File: src/rtl/irq_router_pkg.sv
package irq_router_pkg;

    typedef enum logic [1:0] {
        LN_IDLE  = 2'd0,
        LN_PEND  = 2'd1,
        LN_INSVC = 2'd2
    } line_state_e;

    typedef enum logic {
        MS_IDLE = 1'b0,
        MS_BUSY = 1'b1
    } msg_state_e;

    typedef struct packed {
        logic       mask;
        logic       level;
        logic       act_low;
        logic       lowpri;
        logic [7:0] data;
    } lo_entry_t;

    typedef struct packed {
        logic [7:0] dest_id;
        logic [7:0] dest_eid;
    } hi_entry_t;

    localparam int LO_MASK_BIT   = 16;
    localparam int LO_LEVEL_BIT  = 15;
    localparam int LO_ACTLOW_BIT = 13;
    localparam int LO_LOWPRI_BIT = 8;

    localparam lo_entry_t LO_RESET = '{mask: 1'b1, level: 1'b0, act_low: 1'b0,
                                       lowpri: 1'b0, data: 8'h00};

    function automatic logic [31:0] pack_lo(input lo_entry_t e);
        logic [31:0] w;
        w                = '0;
        w[LO_MASK_BIT]   = e.mask;
        w[LO_LEVEL_BIT]  = e.level;
        w[LO_ACTLOW_BIT] = e.act_low;
        w[LO_LOWPRI_BIT] = e.lowpri;
        w[7:0]           = e.data;
        return w;
    endfunction

    function automatic lo_entry_t unpack_lo(input logic [31:0] w);
        lo_entry_t e;
        e.mask    = w[LO_MASK_BIT];
        e.level   = w[LO_LEVEL_BIT];
        e.act_low = w[LO_ACTLOW_BIT];
        e.lowpri  = w[LO_LOWPRI_BIT];
        e.data    = w[7:0];
        return e;
    endfunction

endpackage

File: src/rtl/irq_sync.sv
module irq_sync #(
    parameter int WIDTH = 16
) (
    input  logic             clk,
    input  logic             rst_n,
    input  logic [WIDTH-1:0] async_i,
    output logic [WIDTH-1:0] sync_o
);

    logic [WIDTH-1:0] meta_q;

    always_ff @(posedge clk or negedge rst_n) begin
        if (!rst_n) begin
            meta_q <= '0;
            sync_o <= '0;
        end else begin
            meta_q <= async_i;
            sync_o <= meta_q;
        end
    end

endmodule

File: src/rtl/irq_line_fsm.sv
module irq_line_fsm
    import irq_router_pkg::*;
(
    input  logic clk,
    input  logic rst_n,
    input  logic act_i,
    input  logic level_i,
    input  logic mask_i,
    input  logic grant_i,
    input  logic eoi_hit_i,
    output logic req_o
);

    line_state_e state_q, state_d;
    logic        act_prev_q;
    logic        rise;

    // Edge detection on the polarity-corrected input, tracked in every mode
    always_ff @(posedge clk or negedge rst_n) begin
        if (!rst_n) act_prev_q <= 1'b0;
        else        act_prev_q <= act_i;
    end

    assign rise = act_i & ~act_prev_q;

    always_ff @(posedge clk or negedge rst_n) begin
        if (!rst_n) state_q <= LN_IDLE;
        else        state_q <= state_d;
    end

    always_comb begin
        state_d = state_q;
        unique case (state_q)
            LN_IDLE: begin
                if (level_i) begin
                    if (act_i && !mask_i) state_d = LN_PEND;
                end else if (rise) begin
                    state_d = LN_PEND;
                end
            end
            LN_PEND: begin
                if (grant_i) state_d = level_i ? LN_INSVC : LN_IDLE;
            end
            LN_INSVC: begin
                if (eoi_hit_i) state_d = LN_IDLE;
            end
            default: state_d = LN_IDLE;
        endcase
    end

    always_comb begin
        req_o = (state_q == LN_PEND) && !mask_i;
    end

endmodule

File: src/rtl/irq_msg_master.sv
module irq_msg_master
    import irq_router_pkg::*;
#(
    parameter int         N_LINES  = 16,
    parameter logic [3:0] ADDR_TOP = 4'hF
) (
    input  logic                    clk,
    input  logic                    rst_n,
    input  logic [N_LINES-1:0]      req_i,
    input  logic [N_LINES-1:0][7:0] data_i,
    input  logic [N_LINES-1:0][7:0] id_i,
    input  logic [N_LINES-1:0][7:0] eid_i,
    output logic [N_LINES-1:0]      grant_o,
    output logic                    m_valid_o,
    input  logic                    m_ready_i,
    output logic [31:0]             m_addr_o,
    output logic [31:0]             m_data_o
);

    localparam int IDX_W = (N_LINES > 1) ? $clog2(N_LINES) : 1;

    msg_state_e       state_q, state_d;
    logic [IDX_W-1:0] pick;
    logic             found;
    logic             take;

    // Lowest index wins: scan downward so the last hit is the smallest index
    always_comb begin
        pick  = '0;
        found = 1'b0;
        for (int i = N_LINES - 1; i >= 0; i--) begin
            if (req_i[i]) begin
                pick  = IDX_W'(i);
                found = 1'b1;
            end
        end
    end

    assign take = (state_q == MS_IDLE) && found;

    always_ff @(posedge clk or negedge rst_n) begin
        if (!rst_n) state_q <= MS_IDLE;
        else        state_q <= state_d;
    end

    always_comb begin
        state_d = state_q;
        unique case (state_q)
            MS_IDLE: if (found)     state_d = MS_BUSY;
            MS_BUSY: if (m_ready_i) state_d = MS_IDLE;
            default:                state_d = MS_IDLE;
        endcase
    end

    always_ff @(posedge clk or negedge rst_n) begin
        if (!rst_n) begin
            m_addr_o <= '0;
            m_data_o <= '0;
        end else if (take) begin
            m_addr_o <= {ADDR_TOP, eid_i[pick], id_i[pick], 12'h000};
            m_data_o <= {24'h0, data_i[pick]};
        end
    end

    always_comb begin
        grant_o = '0;
        if (take) grant_o[pick] = 1'b1;
        m_valid_o = (state_q == MS_BUSY);
    end

endmodule

File: src/rtl/irq_msg_router.sv
module irq_msg_router
    import irq_router_pkg::*;
#(
    parameter int         N_LINES      = 16,
    parameter logic [7:0] VERSION      = 8'h21,
    parameter int         ADDR_W       = 8,
    parameter logic [3:0] MSG_ADDR_TOP = 4'hF
) (
    input  logic               clk,
    input  logic               rst_n,
    input  logic [N_LINES-1:0] irq_i,
    input  logic               bus_wr_i,
    input  logic               bus_rd_i,
    input  logic [ADDR_W-1:0]  bus_addr_i,
    input  logic [31:0]        bus_wdata_i,
    output logic [31:0]        bus_rdata_o,
    output logic               msg_valid_o,
    input  logic               msg_ready_i,
    output logic [31:0]        msg_addr_o,
    output logic [31:0]        msg_data_o
);

    localparam int              LINE_W     = (N_LINES > 1) ? $clog2(N_LINES) : 1;
    localparam logic [7:0]      IDX_VER    = 8'h01;
    localparam logic [7:0]      IDX_ENTRY0 = 8'h10;
    localparam int              IDX_LAST   = 16 + 2 * N_LINES - 1;
    localparam logic [ADDR_W-1:0] OFS_SEL  = ADDR_W'(8'h00);
    localparam logic [ADDR_W-1:0] OFS_WIN  = ADDR_W'(8'h10);
    localparam logic [ADDR_W-1:0] OFS_EOI  = ADDR_W'(8'h40);

    logic [7:0]                sel_q;
    logic                      wr_sel, wr_win, wr_eoi;
    logic                      entry_hit, ent_hi;
    logic [LINE_W-1:0]         ent_line;
    logic [31:0]               win_rd;

    logic [N_LINES-1:0]        irq_sync_v;
    logic [N_LINES-1:0]        line_req, line_grant, line_mask;
    logic [N_LINES-1:0][7:0]   data_vec, id_vec, eid_vec;
    lo_entry_t [N_LINES-1:0]   lo_vec;
    hi_entry_t [N_LINES-1:0]   hi_vec;

    assign wr_sel = bus_wr_i && (bus_addr_i == OFS_SEL);
    assign wr_win = bus_wr_i && (bus_addr_i == OFS_WIN);
    assign wr_eoi = bus_wr_i && (bus_addr_i == OFS_EOI);

    assign entry_hit = (sel_q >= IDX_ENTRY0) && (int'(sel_q) <= IDX_LAST);
    assign ent_hi    = sel_q[0];
    assign ent_line  = LINE_W'((sel_q - IDX_ENTRY0) >> 1);

    always_ff @(posedge clk or negedge rst_n) begin
        if (!rst_n)      sel_q <= '0;
        else if (wr_sel) sel_q <= bus_wdata_i[7:0];
    end

    irq_sync #(.WIDTH(N_LINES)) u_sync (
        .clk     (clk),
        .rst_n   (rst_n),
        .async_i (irq_i),
        .sync_o  (irq_sync_v)
    );

    for (genvar g = 0; g < N_LINES; g++) begin : g_line
        lo_entry_t lo_q;
        hi_entry_t hi_q;
        logic      act;
        logic      eoi_hit;

        always_ff @(posedge clk or negedge rst_n) begin
            if (!rst_n) begin
                lo_q <= LO_RESET;
                hi_q <= '0;
            end else if (wr_win && entry_hit && (ent_line == LINE_W'(g))) begin
                if (ent_hi) hi_q <= hi_entry_t'(bus_wdata_i[31:16]);
                else        lo_q <= unpack_lo(bus_wdata_i);
            end
        end

        assign act     = irq_sync_v[g] ^ lo_q.act_low;
        assign eoi_hit = wr_eoi && lo_q.level && (lo_q.data == bus_wdata_i[7:0]);

        irq_line_fsm u_fsm (
            .clk       (clk),
            .rst_n     (rst_n),
            .act_i     (act),
            .level_i   (lo_q.level),
            .mask_i    (lo_q.mask),
            .grant_i   (line_grant[g]),
            .eoi_hit_i (eoi_hit),
            .req_o     (line_req[g])
        );

        assign lo_vec[g]    = lo_q;
        assign hi_vec[g]    = hi_q;
        assign data_vec[g]  = lo_q.data;
        assign id_vec[g]    = hi_q.dest_id;
        assign eid_vec[g]   = hi_q.dest_eid;
        assign line_mask[g] = lo_q.mask;
    end

    always_comb begin
        win_rd = '0;
        if (sel_q == IDX_VER) begin
            win_rd = {8'h00, 8'(N_LINES - 1), 8'h00, VERSION};
        end else if (entry_hit) begin
            if (ent_hi) win_rd = {hi_vec[ent_line], 16'h0000};
            else        win_rd = pack_lo(lo_vec[ent_line]);
        end
    end

    always_ff @(posedge clk or negedge rst_n) begin
        if (!rst_n) begin
            bus_rdata_o <= '0;
        end else if (bus_rd_i) begin
            case (bus_addr_i)
                OFS_SEL: bus_rdata_o <= {24'h0, sel_q};
                OFS_WIN: bus_rdata_o <= win_rd;
                default: bus_rdata_o <= '0;
            endcase
        end
    end

    irq_msg_master #(.N_LINES(N_LINES), .ADDR_TOP(MSG_ADDR_TOP)) u_master (
        .clk       (clk),
        .rst_n     (rst_n),
        .req_i     (line_req),
        .data_i    (data_vec),
        .id_i      (id_vec),
        .eid_i     (eid_vec),
        .grant_o   (line_grant),
        .m_valid_o (msg_valid_o),
        .m_ready_i (msg_ready_i),
        .m_addr_o  (msg_addr_o),
        .m_data_o  (msg_data_o)
    );

endmodule

File: config.mk
export PLATFORM = sky130hd
export DESIGN_NAME = irq_msg_router
export DESIGN_NICKNAME = d
export VERILOG_FILES = /design/src/rtl/irq_router_pkg.sv /design/src/rtl/irq_sync.sv /design/src/rtl/irq_line_fsm.sv /design/src/rtl/irq_msg_master.sv /design/src/rtl/irq_msg_router.sv
export SDC_FILE = /design/constraint.sdc
export NUM_CORES = 1
export LEC_CHECK = 0
export CAP_MARGIN = 20
export CELL_PAD_IN_SITES_DETAIL_PLACEMENT = 0
export CELL_PAD_IN_SITES_GLOBAL_PLACEMENT = 1
export CORE_MARGIN = 2
export CORE_UTILIZATION = 35
export CTS_CLUSTER_SIZE = 16
export DETAILED_ROUTE_END_ITERATION = 10
export PLACE_DENSITY_LB_ADDON = 0.1
export SLEW_MARGIN = 25
export SYNTH_ARGS = -nofsm -noshare
export SYNTH_HDL_FRONTEND = slang
export SYNTH_SLANG_ARGS = --single-unit
export TNS_END_PERCENT = 10
File: constraint.sdc
create_clock -name clk -period 4.2 [get_ports clk]
set_clock_uncertainty 0.15 [all_clocks]
set_input_delay 0.84 -clock clk [delete_from_list [all_inputs] [get_ports clk]]
set_output_delay 0.84 -clock clk [all_outputs]
set_load 0.01 [all_outputs]
Word level (Yosys, flattened, before mapping)
Index checks and enable logic that the tools add are counted.

storage, ports and cells
  bits in registers = 594
  bits in latches = 0
  bits in writable memories = 0
  ROM bits = 0
  input bits = 61
  output and inout port bits = 97
  word-level logic and storage cells = 670
  memories kept = 0

cells by class
  $add $sub $neg = 1
  $mul = 0
  divide/modulo/power cells = 0
  order comparisons = 5
  equal/unequal tests = 130
  shifts and indexed selects = 0
  muxes and demuxes = 164
  bitwise operators = 50
  reductions and logical operators = 169

operators by type and width
  kind                                                                     number
  2-bit 2-to-1 mux                                                         96
  8-bit == test                                                            16
  8-bit binary-select mux with 4-bit select                                3
  32-bit 2-to-1 mux                                                        3
  3-bit by 2-bit inequality test with 1-bit output, second input constant  32
  2-bit one-hot mux with 3 select lines                                    16
  1-bit logical AND                                                        87
  16-bit binary-select mux with 4-bit select                               1
  4-bit 2-to-1 mux                                                         16
  2-bit inequality test, second input constant                             32
  32-bit one-hot mux with 2 select lines                                   1
  2-bit AND reduction                                                      32
  4-bit AND reduction                                                      16
  12-bit binary-select mux with 4-bit select                               1
  2-bit by 1-bit == test with 1-bit output, second input constant          16
  2-bit == test, second input constant                                     16
  4-bit == test, second input constant                                     8
  2-bit zero test                                                          16
  16-bit 2-to-1 mux                                                        2
  8-bit 2-to-1 mux                                                         3
  1-bit 2-to-1 mux                                                         19
  1-bit inverter                                                           18
  1-bit AND                                                                16
  4-bit by 3-bit == test with 1-bit output, second input constant          4
  other kinds (17)                                                         49

Depth between registers and ports, before layout
  depth after elaboration = 25
  mapped depth = 11

Cells and area by module
A second synthesis with hierarchy kept.

unflattened totals
  cell total of the unflattened synthesis = 2497
  area total of the unflattened synthesis = 31657.9 um^2

modules (own cells, without submodules)
  module          times used  cells each  area each (um^2)  sequential area each (um^2)
  irq_msg_router  1           1622        23804.1           12106.6
  irq_msg_master  1           667         4890.9            650.6
  irq_line_fsm    16          11          135.1             75.1
  irq_sync        1           32          800.8             800.8

Worst setup path after synthesis
Ideal clock, no wire load.

  kind = input-to-reg
  start point = input bus_addr_i[3]
  end point = register g_line[14].hi_q (netlist bit eid_vec[119])
  arrival = 2.924 ns
  slack = 1.001 ns
  stages = 9
  cells stage by stage = nor4_1 nand2_1 nor2_1 and4_1 buf_2 nand4b_1 nor2_1 buf_2 mux2_2

on the way
  cells in the longest elaborated chain, start to end = 5

RTL lines
  element                                   line                  RTL
  start, declared                           irq_msg_router.sv:14  input logic [ADDR_W-1:0] bus_addr_i,
  8-bit by 5-bit == test with 1-bit output  irq_msg_router.sv:44  assign wr_win = bus_wr_i && (bus_addr_i == OFS_WIN);
  1-bit logical AND                         irq_msg_router.sv:44
  1-bit logical AND (2 in a row)            irq_msg_router.sv:73  end else if (wr_win && entry_hit && (ent_line == LINE_W'(g))) begin
  2-bit AND reduction (no source line)      -
  end signal, assigned                      irq_msg_router.sv:74  if (ent_hi) hi_q <= hi_entry_t'(bus_wdata_i[31:16]);
  end, declared                             irq_msg_router.sv:65  hi_entry_t hi_q;

No other way between the ends.
A chain may end at the register's enable or synchronous reset.

Final worst setup path
  start point = register g_line[3].u_fsm.state_q[1]
  end point = register u_master.m_addr_o[19]

on the way
  cells in the longest elaborated chain, start to end = 8
  elaborated cells between the ends (all ways) = 13

RTL lines
  element                                     line                  RTL
  start, declared                             irq_line_fsm.sv:14    line_state_e state_q, state_d;
  start signal, assigned                      irq_line_fsm.sv:28    else state_q <= state_d;
  2-bit by 1-bit == test with 1-bit output *  irq_line_fsm.sv:52    req_o = (state_q == LN_PEND) && !mask_i;
  1-bit logical AND *                         irq_line_fsm.sv:52
  4-bit 2-to-1 mux (4 in a row)               irq_msg_master.sv:32  if (req_i[i]) begin
  8-bit binary-select mux with 4-bit select   irq_msg_master.sv:60  m_addr_o <= {ADDR_TOP, eid_i[pick], id_i[pick], 12'h000};
  8-bit 2-to-1 mux (not written as such)      irq_msg_master.sv:60
  end signal, assigned                        irq_msg_master.sv:60
  end, declared                               irq_msg_master.sv:16  output logic [31:0] m_addr_o,

Mark *: on every way between the ends. The rest lies on a longest branch, timed or not. The select of a mux whose other input is x is not followed.

==> impl_results.md <==
* Setup repair after global routing missed its margin: no
* Final ANT Viol Nets at 0
* Std-Cell Core Area at 85100 um2
* Die Footprint at 88300 um2
* Area occupied by registers at 14800 um2
* Total clock sinks at roughly 600
* Syn. warnings at 0
* First-pass GRT wire length at around 170000 um
* Slew HR at between 20% and 30%
* GRT Util Overall at 26.2%
* Antenna diode count at 0
* Clock-pin slew on the worst setup and hold paths at 0.06 ns
* Number of antenna violations at the first check in global routing at 6
* Run status: completed
* Final weighted congestion of routability-driven global placement at 0.866
* Combined area of all synthesized cells at ~30000 um2
* Synthesized area divided by synthesized cell count at 13.0 um2
* Slowest stage delay, CP at between 0.8 and 0.9 ns
* Largest driver fanout on the critical path at 21
* Endpoints failing hold at 0
* Worst-case vdd ir drop at 0.266 mV
* IO buf count at about 110
* Launch point of the worst reg-to-reg path: g_line[3].u_fsm.state_q[1]$_DFFE_PN0P_
* Pwr dens at between 300 and 400 nW/um2
* Highest-count cells in the layout ignoring fill and taps: 569 x sky130_fd_sc_hd__dfrtp_1, 443 x sky130_fd_sc_hd__mux2_2, 140 x sky130_fd_sc_hd__mux4_2
* Final core utilization at 41.9%
* Top-area cell type share of the netlist area at 47.7%
* H-tree depth at 3
* Setup TNS at 0 ns
* Hold-fix buffers at CTS at 0
* Maximum number of pins on one net before global-route repair at around 110
* Worst endpoint required time at 4.57 ns
* Fillers at 8025
* Initial core utilization at 35.3%
* Layout cells sized above 1 at 36.4%
* Worst slack at placement at 0.167 ns
* Root buffer cell: sky130_fd_sc_hd__clkbuf_16
* Least-Margin Pin Slew at between 1 and 1.5 ns
* CTS Buf Count at 70
* Total stage count of the critical path at 9
* Flops & latches, synth at 589
* Layout overhead on the synthesized area at 18.7%
* Part of the Yosys area used for sequential elements at between 40% and 50%
* Number of placed I/O pins at 158
* Primary FF master, synth: sky130_fd_sc_hd__dfrtp_1
* TritonCTS clock tree: done
* Final period demand of the worst path at 3.90 ns
* Detailed-route via count at 21700
* Final Routed Wirelength at between 100000 and 150000 um
* Post-placement cell area at approximately 34000 um2
* Number of detailed-route iterations in the first pass at 8
* Overflow left after global routing at 0
* Fin nets at 2513
* Worst Setup End Kind: flop
* # Post-CTS Setup Buffers at 0
* Row Count at 107
* Launching element of the worst setup path: g_line[3].u_fsm.state_q[1]$_DFFE_PN0P_
* Type of the worst setup path: flop to flop
* Family of cells with the greatest summed delay on the critical path: simple AND/OR/NAND/NOR gates
* X dimension of the die at 297 um
* Arrival time reported for the critical path endpoint at 4.27 ns
* Period Utilization, post-route at 92.9%
* Vertical die dimension at 297 um
* Average wire per cell in the routed design at 31.8 um
* Worst Setup Start Kind: flop
* Proportion of synthesized flip-flops having asynchronous set or reset at 100%
* Number of DRC violations after detailed-routing iteration 0 at 2060
* Leakage power at 15.2 nW
* Finished layout cell area at 35700 um2
* Number of vias per cell after detailed routing at 5.94
* Sum of net half-perimeters after detailed placement at 76100 um
* Area used by multi-input combinational logic at 14300 um2
* Hold Path Class: primary input to async pin
* Via count of the first global-routing pass at 22300
* Max-slew violation count at 0
* Bufs on Longest Clock Path at 3
* Count of distinct cell types in the synthesized netlist at 68
* Most frequent standard cell in the layout excluding fill and tap cells: sky130_fd_sc_hd__dfrtp_1
* Final worst setup slack at between 0.2 and 0.3 ns
* DRC Markers at 0
* Resized Gates After CTS at 0
* Worst setup path endpoint: u_master.m_addr_o[19]$_DFFE_PN0P_
* Number of flops mapped to enable cells by yosys at 0
* CP bufs+invs at 1
* Clock insertion delay at the later pin of the skew report at 0.61 ns
* Critical R2R Capture: u_master.m_addr_o[19]$_DFFE_PN0P_
* Number of max-capacitance violations reported at 0
* Slowest cell on the critical path: sky130_fd_sc_hd__nor4_1
* Peak clock frequency supported by timing at 256 MHz
* Final number of setup-violating endpoints at 0
* Cells taking the most area after synthesis: sky130_fd_sc_hd__dfrtp_1 48%, sky130_fd_sc_hd__mux2_2 17%, sky130_fd_sc_hd__mux4_2 10%
* CP cell instances: or3b_2, nand4_1, nor4_1, and2_2, buf_12, a222oi_1, o21ai_0, a21oi_1, a31oi_1
* R2R depth at 9
* Leading area contributor after synthesis: sky130_fd_sc_hd__dfrtp_1
* Gate Count Post-Synth at ~2300
* Worst-case hold slack at 0.0191 ns
* Flop-to-flop setup slack at 0.30 ns
==> per-stage QoR <==
stage	cells	total power, mW
6_report	3647	14.2
2_1_floorplan	2347	7.05
4_1_cts	3647	14.4
3_5_place_dp	3524	8.38
3_3_place_gp	3524	8.37
5_1_grt	3647	14.8
==> final cells by class <==
type,instances,area share [%]
clock buffers,106,5.77
clock inverters,17,0.385
inverters,45,0.473
multi-input cells,1488,40.1
flip-flops and latches,589,41.4
well taps,1144,4.01
repair buffers,258,7.91
==> synthesized netlist by cell type, drive strengths merged, types with 4 or more instances <==
cell,n
nor4,9
a32o,13
nor3b,14
mux2,443
o22ai,12
and3,18
clkbuf,84
a221o,7
mux4,140
a21oi,40
nor2b,15
dfstp,16
o211ai,11
nor3,42
o2111a,5
o32a,7
o21ai,36
a22oi,55
dfrtp,573
inv,44
nand2,73
a222oi,25
a221oi,39
or3b,15
nand3,31
and2,5
a31oi,17
xnor2,111
o2bb2ai,6
nor2,85
or2,6
xor2,31
buf,141
o221ai,4
a211oi,28
nand4,41
a22o,33
==> registers in the layout, summed over array words and instances, names as in the netlist <==
| name | flops |
|---|---|
| bus_rdata_o | 27 |
| data_vec | 128 |
| g_line.u_fsm.act_prev_q | 16 |
| g_line.lo_q | 64 |
| u_sync.sync_o | 16 |
| u_sync.meta_q | 16 |
| u_master.m_data_o | 8 |
| u_master.m_addr_o | 17 |
| sel_q | 8 |
| u_master.m_valid_o | 1 |
| g_line.u_fsm.state_q | 32 |
| g_line.hi_q | 128 |
| eid_vec | 128 |
==> metal layers <==
metal,vias to the layer above,track usage (%),part of all wire (%)
met1,11600,38.6,46
met4,2,7.84,2.7
li1,8962,-,-
met2,933,38.9,44
met5,-,0,0.011
met3,169,4.97,7.5
==> worst min path at each step <==
stage                           startpoint                     endpoint  slack [ns]  cells after the start
2_1_floorplan   u_sync.meta_q[0]$_DFF_PN0_   u_sync.sync_o[0]$_DFF_PN0_        0.18                      0
3_3_place_gp   u_sync.meta_q[10]$_DFF_PN0_  u_sync.sync_o[10]$_DFF_PN0_        0.19                      0
3_5_place_dp   u_sync.meta_q[10]$_DFF_PN0_  u_sync.sync_o[10]$_DFF_PN0_        0.19                      0
4_1_cts                              rst_n  u_sync.meta_q[15]$_DFF_PN0_        0.01                      1
5_1_grt                              rst_n  u_sync.meta_q[15]$_DFF_PN0_        0.03                      1
6_report                             rst_n  u_sync.meta_q[15]$_DFF_PN0_        0.02                      1
==> where the power goes <==
group	internal (mW)	switching [mW]	total [mW]	leakage, nW
Combinational	0.782	1.50	2.28	6.20
Sequential	5.84	0.164	6.01	7.92
Clock	3.45	2.49	5.94	1.08
==> cell families (layout without fill, tap and decap cells) <==
group           Yosys count  count (layout)  synth area share [%]
compound gates          354             354                  9.11
xor+xnor                142             142                  4.13
buf+inv                 270             426                  4.25
simple gates            365             365                  6.27
other cells               1              41                0.0125
flops                   589             589                  49.1
mux                     586             586                  27.2
(Power assumes the default switching activity.)
